### config.mk
export PLATFORM = sky130hd
export DESIGN_NAME = oc_addsub_disp
export DESIGN_NICKNAME = d
export VERILOG_FILES = /design/src/rtl/oc_pkg.sv /design/src/rtl/oc_operand_cond.sv /design/src/rtl/oc_eac_adder.sv /design/src/rtl/oc_seg_decoder.sv /design/src/rtl/oc_addsub_disp.sv
export SDC_FILE = /design/constraint.sdc
export NUM_CORES = 1
export LEC_CHECK = 0
export BUFFER_PORTS_ARGS = -buffer_cell sky130_fd_sc_hd__buf_2
export CORE_UTILIZATION = 30
export CTS_CLUSTER_SIZE = 28
export DETAILED_ROUTE_END_ITERATION = 16
export PLACE_DENSITY = 0.52
export SETUP_SLACK_MARGIN = 0.4
export SKIP_LAST_GASP = 1
export SYNTH_ARGS = -nofsm -noshare
export SYNTH_HDL_FRONTEND = slang
export SYNTH_SLANG_ARGS = --single-unit
### constraint.sdc
create_clock -name clk -period 2.8 [get_ports clk]
set_input_delay 0.28 -clock clk [delete_from_list [all_inputs] [get_ports clk]]
set_output_delay 0.28 -clock clk [all_outputs]
set_load 0.02 [all_outputs]
### src/rtl/oc_pkg.sv
package oc_pkg;

    localparam int unsigned DATA_W  = 4;
    localparam int unsigned SEG_W   = 7;
    localparam int unsigned BCD_MAX = 9;

    typedef logic [DATA_W-1:0] word_t;
    typedef logic [SEG_W-1:0]  seg_t;

    typedef enum logic {
        OP_ADD = 1'b0,
        OP_SUB = 1'b1
    } op_e;

    // First-pass sum: carry on top of the data word
    typedef struct packed {
        logic  carry;
        word_t sum;
    } raw_sum_t;

    // Datapath result after end-around correction
    typedef struct packed {
        word_t value;
        logic  eac;
        logic  neg;
    } alu_res_t;

    localparam seg_t SEG_DARK = '1;

    // Active-high glyph, bit order {g,f,e,d,c,b,a}
    function automatic seg_t glyph_lit(input word_t code);
        seg_t g;
        case (code)
            word_t'(0): g = 7'h3F;
            word_t'(1): g = 7'h06;
            word_t'(2): g = 7'h5B;
            word_t'(3): g = 7'h4F;
            word_t'(4): g = 7'h66;
            word_t'(5): g = 7'h6D;
            word_t'(6): g = 7'h7D;
            word_t'(7): g = 7'h07;
            word_t'(8): g = 7'h7F;
            word_t'(9): g = 7'h6F;
            default:    g = '0;
        endcase
        return g;
    endfunction

endpackage

### src/rtl/oc_operand_cond.sv
module oc_operand_cond
    import oc_pkg::*;
(
    input  word_t b_in,
    input  op_e   op,
    output word_t b_out
);
    logic inv_bit;
    assign inv_bit = (op == OP_SUB);

    // Per-bit XOR with the mode bit: pass-through for add, invert for subtract
    for (genvar i = 0; i < int'(DATA_W); i++) begin : g_xor
        assign b_out[i] = b_in[i] ^ inv_bit;
    end
endmodule

### src/rtl/oc_eac_adder.sv
module oc_eac_adder
    import oc_pkg::*;
(
    input  word_t    a,
    input  word_t    b_cond,
    input  op_e      op,
    output alu_res_t res
);
    raw_sum_t raw;

    always_comb begin
        raw       = raw_sum_t'({1'b0, a} + {1'b0, b_cond});
        // Second pass folds the carry into bit 0; its own carry is dropped
        res.value = raw.sum + word_t'(raw.carry);
        res.eac   = raw.carry;
        res.neg   = (op == OP_SUB) && !raw.carry;
    end
endmodule

### src/rtl/oc_seg_decoder.sv
module oc_seg_decoder
    import oc_pkg::*;
(
    input  word_t code,
    output seg_t  seg_n
);
    always_comb begin
        if (code > word_t'(BCD_MAX)) seg_n = SEG_DARK;
        else                         seg_n = ~glyph_lit(code);
    end
endmodule

### src/rtl/oc_addsub_disp.sv
module oc_addsub_disp
    import oc_pkg::*;
(
    input  logic       clk,
    input  logic       rst,
    input  logic [3:0] op_a,
    input  logic [3:0] op_b,
    input  logic       mode,
    output logic [3:0] result,
    output logic       eac_out,
    output logic       neg_out,
    output logic [6:0] seg_n
);
    op_e      op_sel;
    word_t    b_cond;
    alu_res_t alu_d;
    alu_res_t alu_q;
    seg_t     seg_d;
    seg_t     seg_q;

    assign op_sel = op_e'(mode);

    oc_operand_cond u_cond (
        .b_in  (op_b),
        .op    (op_sel),
        .b_out (b_cond)
    );

    oc_eac_adder u_add (
        .a      (op_a),
        .b_cond (b_cond),
        .op     (op_sel),
        .res    (alu_d)
    );

    oc_seg_decoder u_dec (
        .code  (alu_d.value),
        .seg_n (seg_d)
    );

    always_ff @(posedge clk) begin
        if (rst) begin
            alu_q <= '0;
            seg_q <= SEG_DARK;
        end else begin
            alu_q <= alu_d;
            seg_q <= seg_d;
        end
    end

    assign result  = alu_q.value;
    assign eac_out = alu_q.eac;
    assign neg_out = alu_q.neg;
    assign seg_n   = seg_q;
endmodule

=== Word level (Yosys, flattened, before mapping) ===
Memories as Yosys holds them, arrays and structs flattened.
Index checks and enable logic that the tools add are counted.

* Bits in registers: 13
* Bits in read-only memories: 112
* Bits of input ports: 11
* Output and inout bits: 13
* Logic and storage cells: 17
* Memories kept: 1

* $add $sub $neg: 2
* Order comparisons: 1
* Muxes and demuxes: 1
* Bitwise logic cells: 5
* Reductions and logical operators: 3

{| class="wikitable"
|+ Memory list
! memory !! depth !! bits a word !! read ports !! clocked after Yosys merged registers in !! wr ports !! RTL line !! RTL
|-
| (no name shown) || 16 || 7 || 1 || 0 || 0 || oc_pkg.sv:33 || <nowiki>case (code)</nowiki>
|}

{| class="wikitable"
|+ Operators by type and width
! cell !! number
|-
| 2-to-1 mux 7 bit || 1
|-
| NOT 7 bit || 1
|-
| adder 4 x 4 -> 5 bit || 1
|-
| adder 4 x 1 -> 4 bit || 1
|-
| greater-than comparator 4 bit, second input constant || 1
|-
| XOR 1 bit || 4
|-
| OR reduction 2 bit || 1
|-
| logical AND 1 bit || 1
|-
| logical NOT 1 bit || 1
|}

=== Depth between registers and ports, before layout ===
Gate-level depths: netlist of the first run.

* Depth after elaboration: 6
* Gate-level depth with buffers: 16
* Depth with buffers taken out: 15

=== By module ===
A second synthesis of the first run with hierarchy kept.

* Cells, all modules: 89
* Area, all modules: 842.1 sq um

{| class="wikitable"
|+ Modules (own cells, without submodules)
! module !! times used !! cells each !! area each (sq um) !! seq. area each (sq um)
|-
| oc_addsub_disp || 1 || 27 || 356.6 || 260.2
|-
| oc_eac_adder || 1 || 28 || 239.0 || 0.0
|-
| oc_seg_decoder || 1 || 30 || 211.5 || 0.0
|-
| oc_operand_cond || 1 || 4 || 35.0 || 0.0
|}

=== Worst setup path before layout of the first run ===
No wires, ideal clock.

* Path type: input -> register
* From: in mode
* To: reg seg_q[1], in the netlist seg_n[1]
* Setup time: 75 ps
* Data arrival time: 2952 ps
* Data required time: 2725 ps
* Slack: -227 ps
* Stages on the path: 16
* Path buffers: 1
* Path through: clkbuf_1 > xor2_1 > ha_1 > inv_1 > fa_1 > nor2b_1 > o21ai_0 > nand2b_1 > ha_1 > ha_1 > inv_1 > ha_1 > or2_2 > and3_1 > o21ba_2 > o21ai_0

{| class="wikitable"
|+ RTL lines
! element !! RTL line !! RTL
|-
| start, declared || oc_addsub_disp.sv:8 || <nowiki>input logic mode,</nowiki>
|-
| end signal, assigned || oc_addsub_disp.sv:47 || <nowiki>seg_q <= seg_d;</nowiki>
|-
| end, declared || oc_addsub_disp.sv:19 || <nowiki>seg_t seg_q;</nowiki>
|}

=== Final worst setup path of the first run ===
* From: in mode
* To: reg seg_q[1], in the netlist seg_n[1]

* Word-level cells in the longest chain between the ends: 6
* Elaborated cells on any way between the ends: 11
* Classes of those cells: add/sub (2); order compare (1); mux (1); bitwise (5); reduce/logical (1); memory (1)

{| class="wikitable"
|+ Ends and longest elaborated chain
! element !! RTL line !! RTL
|-
| XOR 1 bit || oc_operand_cond.sv:13 || <nowiki>assign b_out[i] = b_in[i] ^ inv_bit;</nowiki>
|-
| adder 4 x 4 -> 5 bit * || oc_eac_adder.sv:12 || <nowiki>raw = raw_sum_t'({1'b0, a} + {1'b0, b_cond});</nowiki>
|-
| adder 4 x 1 -> 4 bit * || oc_eac_adder.sv:14 || <nowiki>res.value = raw.sum + word_t'(raw.carry);</nowiki>
|-
| memory (16 x 7 bit) || n/a ||
|-
| 2-to-1 mux 7 bit || oc_seg_decoder.sv:8 || <nowiki>if (code > word_t'(BCD_MAX)) seg_n = SEG_DARK;</nowiki>
|-
| NOT 7 bit || oc_seg_decoder.sv:9 || <nowiki>else seg_n = ~glyph_lit(code);</nowiki>
|}

Mark *: on every way between the ends. The rest lies on a longest branch, timed or not. The select of a mux whose other input is x is not followed.
A chain may end at the register's enable or synchronous reset.

==> impl_metrics.env, run 1 <==
export IMPL_clk_pin_slew_ns=0.08
export IMPL_grt_setup_unrepaired="yes"
export IMPL_yosysWarnings=0
export IMPL_arrival_ns=2.70
export IMPL_critPathKind="in -> reg"
export IMPL_root_buffer="clkbuf_4"
export IMPL_crit_path_end_kind="register"
export IMPL_power_leakage_nw=0.578
export IMPL_ant_nets=0
export IMPL_hp_start="rst"
export IMPL_fmax_ghz=0.404
export IMPL_synth_edf_count=0
export IMPL_ios=24
export IMPL_worstSetupStartpoint="mode"
export IMPL_die_area_mm2=0.00285
export IMPL_wl_per_cell_um=10.4
export IMPL_finalCritPeriodShare_pct=88.5
export IMPL_placed_area_mm2=0.00110
export IMPL_slew_viol_final=0
export IMPL_clock_sinks=13
export IMPL_layout_commonest_cell="buf_2"
export IMPL_core_area_mm2=0.00248
export IMPL_netlist_top_cells_area="dfxtp_1, ha_1, xor2_1, a21o_1, inv_1"
export IMPL_dp_hpwl_um=1250
export IMPL_final_cell_mix="buf_2, buf_4, dfxtp_1"
export IMPL_fp_dieW_um=53.3
export IMPL_crit_chain="buf_8 > xor2_1 > ha_2 > inv_2 > fa_2 > buf_4 > buf_4 > xnor2_4 > a32o_1 > o32a_1 > buf_6 > o21ba_4 > o21ai_1"
export IMPL_initialDrtViolationCount=5
export IMPL_synth_top_area_share_pct=32.9
export IMPL_vdd_drop_max_mv=0.325
export IMPL_die_h_um=53.3
export IMPL_cpPeakStageDelay_ns=0.44
export IMPL_cp_slowest_cell="o32a_1"
export IMPL_dp_slack_ns=-0.0553
export IMPL_cts_tree="done"
export IMPL_avgSynthCellArea_um2=9.53
export IMPL_holdWs_ns=0.285
export IMPL_via_per_inst=4.52
export IMPL_critPathTopFamily="compound AO/OA/AOI/OAI gates"
export IMPL_crit_top_cell="buf_4"
export IMPL_maxCapViolCount=0
export IMPL_overflow=0
export IMPL_critPathBufInv=5
export IMPL_fin_crit_ns=2.48
export IMPL_cts_hold_buffers_added=0
export IMPL_dr_pass1_iters=4
export IMPL_start_util_pct=31.9
export IMPL_seq_area_frac_synth_pct=32.9
export IMPL_drive_gt1_share_pct=51.2
export IMPL_hold_viol=0
export IMPL_synth_fp_nets=106
export IMPL_path_depth=13
export IMPL_synth_cells=83
export IMPL_hp_class="in -> reg"
export IMPL_endpoint="seg_n[1]"
export IMPL_design_area_mm2=0.00123
export IMPL_grt_pass1_wl_um=2480
export IMPL_drc=0
export IMPL_via_count=701
export IMPL_synth_area_um2=791
export IMPL_grt_pass1_vias=560
export IMPL_clk_path_buf_depth=2
export IMPL_yosys_area_top_type="dfxtp_1"
export IMPL_synth_cell_types=30
export IMPL_setup_ws_ns=0.323
export IMPL_cts_htree_levels=1
export IMPL_grt_use_total_pct=12.5
export IMPL_powerDensity_mw_per_mm2=742
export IMPL_outcome="finished, final reports clean"
export IMPL_worst_setup_path_start_kind="input port"
export IMPL_grt_max_degree=13
export IMPL_fin_tns_setup_ns=0
export IMPL_antenna_found_initial=0
export IMPL_nets=149
export IMPL_worst_pin_slew_ns=0.384
export IMPL_place_gp_congestion=0.830
export IMPL_async_flop_share_pct=0
export IMPL_wl_um=1610
export IMPL_crit_fanout=7
export IMPL_syn_to_final_growth_pct=55.4
export IMPL_setup_violations=0
export IMPL_post_place_cells=147
export IMPL_cts_buffers=3
export IMPL_stdcell_count=155
export IMPL_port_buffers=23
export IMPL_n_antenna_cell=0
export IMPL_critPathRequiredTime_ns=3.02
export IMPL_synth_main_ff_cell="dfxtp_1"
export IMPL_slew_limit_headroom_pct=74.2
export IMPL_ys_ff_latch=13
export IMPL_rows=18
==> state kept, by name, indices dropped and copies added (netlist names) <==
name / count
eac_out: 1
neg_out: 1
seg_n: 7
result: 4
==> through the flow <==
step | util [%] | total power, mW
floorplan | - | 0.590
global placement | 44.3 | 0.736
detailed placement | 44.3 | 0.739
CTS | 46.9 | 0.876
global route | 49.6 | 0.991
finish | 49.6 | 0.912
==> power breakdown <==
part           internal [mW]  switching (mW)  leakage [nW]
Clock                 0.0554          0.0621        0.0150
Combinational          0.272           0.283         0.455
Sequential             0.231         0.00836         0.108
Total                  0.558           0.354         0.578
==> cells in the mapped netlist (2+ instances only) <==
cell,number
dfxtp_1,13
ha_1,11
inv_1,6
a21o_1,5
nand2_1,5
nor2_1,5
xor2_1,5
nand3_1,4
nor2b_1,3
a21oi_1,2
clkbuf_1,2
nor3b_1,2
o211ai_1,2
o21ai_0,2
==> layer usage <==
metal  vias to the layer above  track usage (%)  routed length (um)
met4                         0             10.5                  53
met5                         -                0                   0
met1                       315             16.2                 724
met2                        17             17.9                 774
met3                         5             1.72                  54
li1                        364                -                   -
==> how the worst min path moves through the flow <==
stage | cells past startpoint | end | slack (ns)
finish | 2 | result[1] | 0.28
global route | 2 | result[0] | 0.29
CTS | 2 | result[1] | 0.29
detailed placement | 2 | result[1] | 0.58
global placement | 2 | result[1] | 0.58
floorplan | 1 | seg_n[4] | 0.38
==> logic make-up (layout without fill, tap and decap cells) <==
kind of cell             count (synthesis)  in the layout  share of synthesized area (%)
XOR/XNOR                                 7              7                           8.70
AO/OA/AOI/OAI                           18             18                           16.8
flip-flops                              13             13                           32.9
AND/OR/NAND/NOR                         24             24                           16.5
adder cells (fa/ha/maj)                 12             12                           19.9
buffers and inverters                    9             51                           5.22
==> area by class of cell <==
class                      count  area (um2)
sequential                    13         260
clock buffer                   4        26.3
multi-input combinational     61         609
tap                           30        37.5
fill                         256        1250
timing repair buffer          41         268
inverter                       6        27.5
==> timing repair <==
item / CTS / global route
buffers inserted: 1 / 3
cloned: 0 / 0
pin swaps: 10 / 14
endpoints found under the setup margin: 7 / 7
gates resized for setup: 5 / 9
Note: power is estimated with default switching activity, not from simulation.
==> run 2: changes to the inputs <==
--- a/config.mk
+++ b/config.mk
@@ -10,5 +10,4 @@
 export CTS_CLUSTER_SIZE = 28
 export DETAILED_ROUTE_END_ITERATION = 16
-export PLACE_DENSITY = 0.52
 export SETUP_SLACK_MARGIN = 0.4
 export SKIP_LAST_GASP = 1
==> constraint.sdc (replaced) <==
create_clock -name clk -period 2.8 [get_ports clk]
set_input_delay 0.28 -clock clk [delete_from_list [all_inputs] [get_ports clk]]
set_output_delay 0.28 -clock clk [all_outputs]
set_load 0.01 [all_outputs]
==> run 2 against run 1 <==
  * Clock-buffer cell count did not move
  * Sequential cell count unchanged
  * Sequential power hardly changed
  * Utilization down 0.81 points
  * Cell count shrank 0.65%
  * Critical path depth unchanged
  * Non-clock buffer count shrank 2
  * Die area did not move
  * Via count rose by 3.4%
  * Wire length increased by 7.0%
  * Combinational power is 12% lower
  * Hold slack improved by 0.021 ns
  * Critical path type unchanged
  * Critical endpoint is now seg_n[5]
==> impl_metrics.env, run 2 (synthesis gave the netlist of run 1 again) <==
export IMPL_grt_use_total_pct=13.6
export IMPL_worst_setup_path_start_kind="input port"
export IMPL_dp_slack_ns=-0.0545
export IMPL_via_count=725
export IMPL_cpPeakStageDelay_ns=0.39
export IMPL_place_gp_congestion=0.770
export IMPL_rows=18
export IMPL_drive_gt1_share_pct=50.0
export IMPL_dp_hpwl_um=1250
export IMPL_grt_busiest_layer="met2"
export IMPL_overflow=0
export IMPL_placed_area_mm2=0.00107
export IMPL_root_buffer="clkbuf_4"
export IMPL_final_util_pct=48.8
export IMPL_wl_per_cell_um=11.2
export IMPL_cp_slowest_cell="o32a_1"
export IMPL_crit_chain="buf_8 > buf_6 > xor2_1 > ha_1 > nor2b_1 > o21ai_1 > nand2b_1 > ha_4 > nor2b_4 > a32o_2 > o32a_1 > nand2b_4 > a21o_1"
export IMPL_cts_hold_buffers_added=0
export IMPL_n_antenna_cell=0
export IMPL_port_buffers=23
export IMPL_slew_viol_final=0
export IMPL_vdd_drop_max_mv=0.321
export IMPL_critPathBufInv=2
export IMPL_crit_path_end_kind="register"
export IMPL_drc=0
export IMPL_grt_setup_unrepaired="yes"
export IMPL_design_area_mm2=0.00121
export IMPL_crit_fanout=4
export IMPL_antenna_found_initial=0
export IMPL_maxCapViolCount=0
export IMPL_finalCritPeriodShare_pct=88.6
export IMPL_p_total_mw=0.841
export IMPL_fmax_ghz=0.403
export IMPL_slew_limit_headroom_pct=77.6
export IMPL_critPathRequiredTime_ns=2.97
export IMPL_clk_path_buf_depth=2
export IMPL_clk_pin_slew_ns=0.07
export IMPL_clock_sinks=13
export IMPL_grt_max_degree=13
export IMPL_critPathTopFamily="compound AO/OA/AOI/OAI gates"
export IMPL_power_leakage_nw=0.566
export IMPL_met3_usage_pct=2.01
export IMPL_hp_class="in -> reg"
export IMPL_fin_crit_ns=2.48
export IMPL_wl_um=1720
export IMPL_cts_buffers=3
export IMPL_outcome="finished, final reports clean"
export IMPL_die_area_mm2=0.00285
export IMPL_hold_viol=0
export IMPL_grt_pass1_wl_um=2680
export IMPL_setup_ws_ns=0.320
export IMPL_use_met2_pct=22.9
export IMPL_dr_pass1_iters=4
export IMPL_arrival_ns=2.65
export IMPL_post_place_cells=143
export IMPL_nets=148
export IMPL_fp_dieW_um=53.3
export IMPL_grt_pass1_vias=666
export IMPL_setup_violations=0
export IMPL_syn_to_final_growth_pct=52.8
export IMPL_via_per_inst=4.71
export IMPL_initialDrtViolationCount=11
export IMPL_start_util_pct=31.9
export IMPL_largest_reg_flops=7
export IMPL_holdWs_ns=0.306
export IMPL_cts_tree="done"
export IMPL_critPathKind="in -> reg"
export IMPL_core_area_mm2=0.00248
export IMPL_powerDensity_mw_per_mm2=696
export IMPL_use_met1_pct=14.1
export IMPL_cts_htree_levels=1
export IMPL_fin_tns_setup_ns=0
export IMPL_worst_pin_slew_ns=0.334
export IMPL_ant_nets=0
export IMPL_stdcell_count=154
export IMPL_final_cell_mix="buf_2, buf_4, dfxtp_1"
export IMPL_die_h_um=53.3
export IMPL_layout_commonest_cell="buf_2"
export IMPL_ios=24
-- run 2: cell count changes in the layout (fill, tap and decap cells not counted), sizes merged --
cell / previous run / this run
o32a: 1 / 2
buf: 41 / 39
-- run 2: layout make-up --
cell class,instances,area [um2]
clock buffers,4,26.3
fillers,257,1270
inverters,6,27.5
multi-input cells,62,598
flip-flops and latches,13,260
well taps,30,37.5
repair buffers,39,259
-- run 2: path summary, 6_finish.rpt --
kind  from        end  slack (ns)  cells past startpoint
min    rst  result[3]        0.31                      2
max   mode   seg_n[5]        0.32                     13
-- run 2: routing by layer --
layer	vias up	wire [um]	part of all wire, %
met5	-	0	0
met4	0	55	3.2
li1	366	-	-
met3	6	80	4.7
met1	327	687	40
met2	26	897	52
-- run 2: timing repair --
| action | 4_1_cts | 5_1_grt |
|---|---|---|
| cloned | 1 | 0 |
| setup endpoints to repair | 7 | 8 |
| setup buffers | 3 | 3 |
| pin swaps | 5 | 14 |
| resized for setup | 5 | 9 |
-- run 2: report_power, final --
group	internal [mW]	switching, mW
registers	0.231	0.00835
logic	0.248	0.243
clock network	0.0552	0.0554
total	0.534	0.307
==> run 3: changes to the inputs <==
--- a/config.mk
+++ b/config.mk
@@ -8,6 +8,7 @@
 export BUFFER_PORTS_ARGS = -buffer_cell sky130_fd_sc_hd__buf_2
 export CORE_UTILIZATION = 30
-export CTS_CLUSTER_SIZE = 28
+export CTS_CLUSTER_SIZE = 24
 export DETAILED_ROUTE_END_ITERATION = 16
+export REMOVE_ABC_BUFFERS = 1
 export SETUP_SLACK_MARGIN = 0.4
 export SKIP_LAST_GASP = 1
==> constraint.sdc (replaced) <==
create_clock -name clk -period 2.8 [get_ports clk]
set_input_delay 0.28 -clock clk [delete_from_list [all_inputs] [get_ports clk]]
set_output_delay 0.28 -clock clk [all_outputs]
set_load 0.1 [all_outputs]
==> run 3 against run 2 <==
  * Die area stayed put
  * Power grew 52%
  * First-iteration DRC count shrank 45%
  * Via count is 5.5% higher
  * Cell count increased by 9.1%
  * Worst setup slack got worse by 0.030 ns
  * Wire length increased by 13%
  * Sequential cell count stayed put
  * Design area grew 13%
  * Global-route usage grew 1.9 points
  * Sequential share of layout area fell by 2.5 points
  * Maximum frequency is 1.2% lower
==> impl_metrics.env, run 3 (synthesis gave the netlist of run 1 again) <==
export IMPL_outcome="finished, final reports clean"
export IMPL_root_buffer="clkbuf_4"
export IMPL_die_h_um=53.3
export IMPL_cts_htree_levels=1
export IMPL_antenna_found_initial=0
export IMPL_fmax_ghz=0.398
export IMPL_place_gp_congestion=0.723
export IMPL_grt_use_total_pct=15.4
export IMPL_initialDrtViolationCount=6
export IMPL_worst_pin_slew_ns=0.484
export IMPL_layout_commonest_cell="buf_2"
export IMPL_hold_viol=0
export IMPL_largest_reg_flops=7
export IMPL_setup_violations=0
export IMPL_seq_area_um2=260
export IMPL_multi_input_area_um2=606
export IMPL_wl_per_cell_um=11.6
export IMPL_worstHoldPathCells=2
export IMPL_critPathKind="in -> reg"
export IMPL_syn_to_final_growth_pct=73.3
export IMPL_nets=162
export IMPL_dr_pass1_iters=4
export IMPL_fp_dieW_um=53.3
export IMPL_via_per_inst=4.55
export IMPL_design_area_mm2=0.00137
export IMPL_maxCapViolCount=0
export IMPL_final_util_pct=55.3
export IMPL_rows=18
export IMPL_clock_sinks=13
export IMPL_hp_start="rst"
export IMPL_fin_crit_ns=2.51
export IMPL_crit_fanout=4
export IMPL_core_area_mm2=0.00248
export IMPL_finalCritPeriodShare_pct=89.6
export IMPL_die_area_mm2=0.00285
export IMPL_clk_path_buf_depth=2
export IMPL_n_fill_cell=231
export IMPL_powerDensity_mw_per_mm2=934
export IMPL_slew_viol_final=0
export IMPL_wl_um=1950
export IMPL_grt_pass1_wl_um=3060
export IMPL_via_count=765
export IMPL_grt_pass1_vias=755
export IMPL_grt_setup_unrepaired="yes"
export IMPL_overflow=0
export IMPL_cts_tree="done"
export IMPL_slew_limit_headroom_pct=68.0
export IMPL_power_leakage_nw=0.657
export IMPL_ios=24
export IMPL_n_antenna_cell=0
export IMPL_hold_end="result[0]"
export IMPL_final_cell_mix="buf_2, buf_4, buf_6"
export IMPL_ant_nets=0
export IMPL_crit_path_end_kind="register"
export IMPL_dp_hpwl_um=1240
export IMPL_vdd_drop_max_mv=0.672
export IMPL_critPathRequiredTime_ns=2.97
export IMPL_port_buffers=23
export IMPL_cts_buffers=3
export IMPL_clk_pin_slew_ns=0.08
export IMPL_hp_class="in -> reg"
export IMPL_arrival_ns=2.68
export IMPL_placed_area_mm2=0.00106
export IMPL_drive_gt1_share_pct=56.5
export IMPL_drc=0
export IMPL_start_util_pct=31.9
export IMPL_worst_setup_path_start_kind="input port"
export IMPL_grt_max_degree=13
-- run 3: changes by cell type in the layout (fill, tap and decap cells not counted), sizes merged --
cell,delta
buf,+15
o32a,-1
-- run 3: layer usage --
| metal | global-route usage [%] | vias to the layer above | share of wire, % |
|---|---|---|---|
| li1 | - | 392 | - |
| met1 | 15.3 | 349 | 39 |
| met2 | 29.2 | 20 | 56 |
| met3 | 2.59 | 4 | 2.8 |
| met4 | 9.21 | 0 | 2.5 |
| met5 | 0 | - | 0 |
-- run 3: critical path, cell delays in order --
cell      delay, ns
buf_8          0.10
xor2_1         0.15
ha_2           0.18
inv_2          0.06
fa_2           0.22
nor2b_4        0.05
o21ai_2        0.11
nand2b_1       0.13
buf_4          0.17
buf_6          0.10
buf_6          0.10
buf_6          0.10
buf_6          0.10
buf_6          0.10
buf_6          0.10
buf_6          0.10
buf_6          0.10
buf_6          0.10
buf_6          0.10
buf_6          0.10
nor2b_1        0.11
-- run 3: final cells by class --
class                      instances  share of cell area [%]
multi-input combinational         61                    44.2
timing repair buffer              54                    30.1
sequential                        13                    19.0
tap                               30                    2.74
inverter                           6                    2.01
clock buffer                       4                    1.92
-- run 3: worst max-delay path by stage --
stage,start,endpoint,slack (ns),cells past startpoint
2_1_floorplan,mode,seg_n[1],-0.01,15
3_3_place_gp,mode,seg_n[1],-0.12,16
3_5_place_dp,mode,seg_n[1],-0.21,16
4_1_cts,mode,eac_out,0.30,21
5_1_grt,mode,neg_out,0.20,21
6_report,mode,eac_out,0.29,21
-- run 3: report_power, final --
group / internal, mW / total [mW] / switching (mW)
Combinational: 0.336 / 0.923 / 0.587
Sequential: 0.231 / 0.239 / 0.00805
Clock: 0.0554 / 0.118 / 0.0623
Total: 0.623 / 1.28 / 0.657
-- run 3: what timing repair did --
action / in CTS / in global routing
gates resized for setup: 36 / 10
setup endpoints to repair: 8 / 10
setup buffers: 13 / 0
pin swaps: 9 / 7
hold buffers: 0 / 0
gates cloned: 0 / 0
-- run 3: metrics by stage --
step                      instances  hold slack, ns  power, mW  setup slack, ns  TNS, ns
after global placement          151           0.594      0.984           -0.117   -0.468
after detailed placement        151           0.595      0.990           -0.209    -1.16
after floorplan                  80           0.347      0.806          -0.0114  -0.0114
after CTS                       168           0.311       1.24            0.302        0
after global routing            168           0.310       1.36            0.196        0
final                           168           0.299       1.28            0.290        0
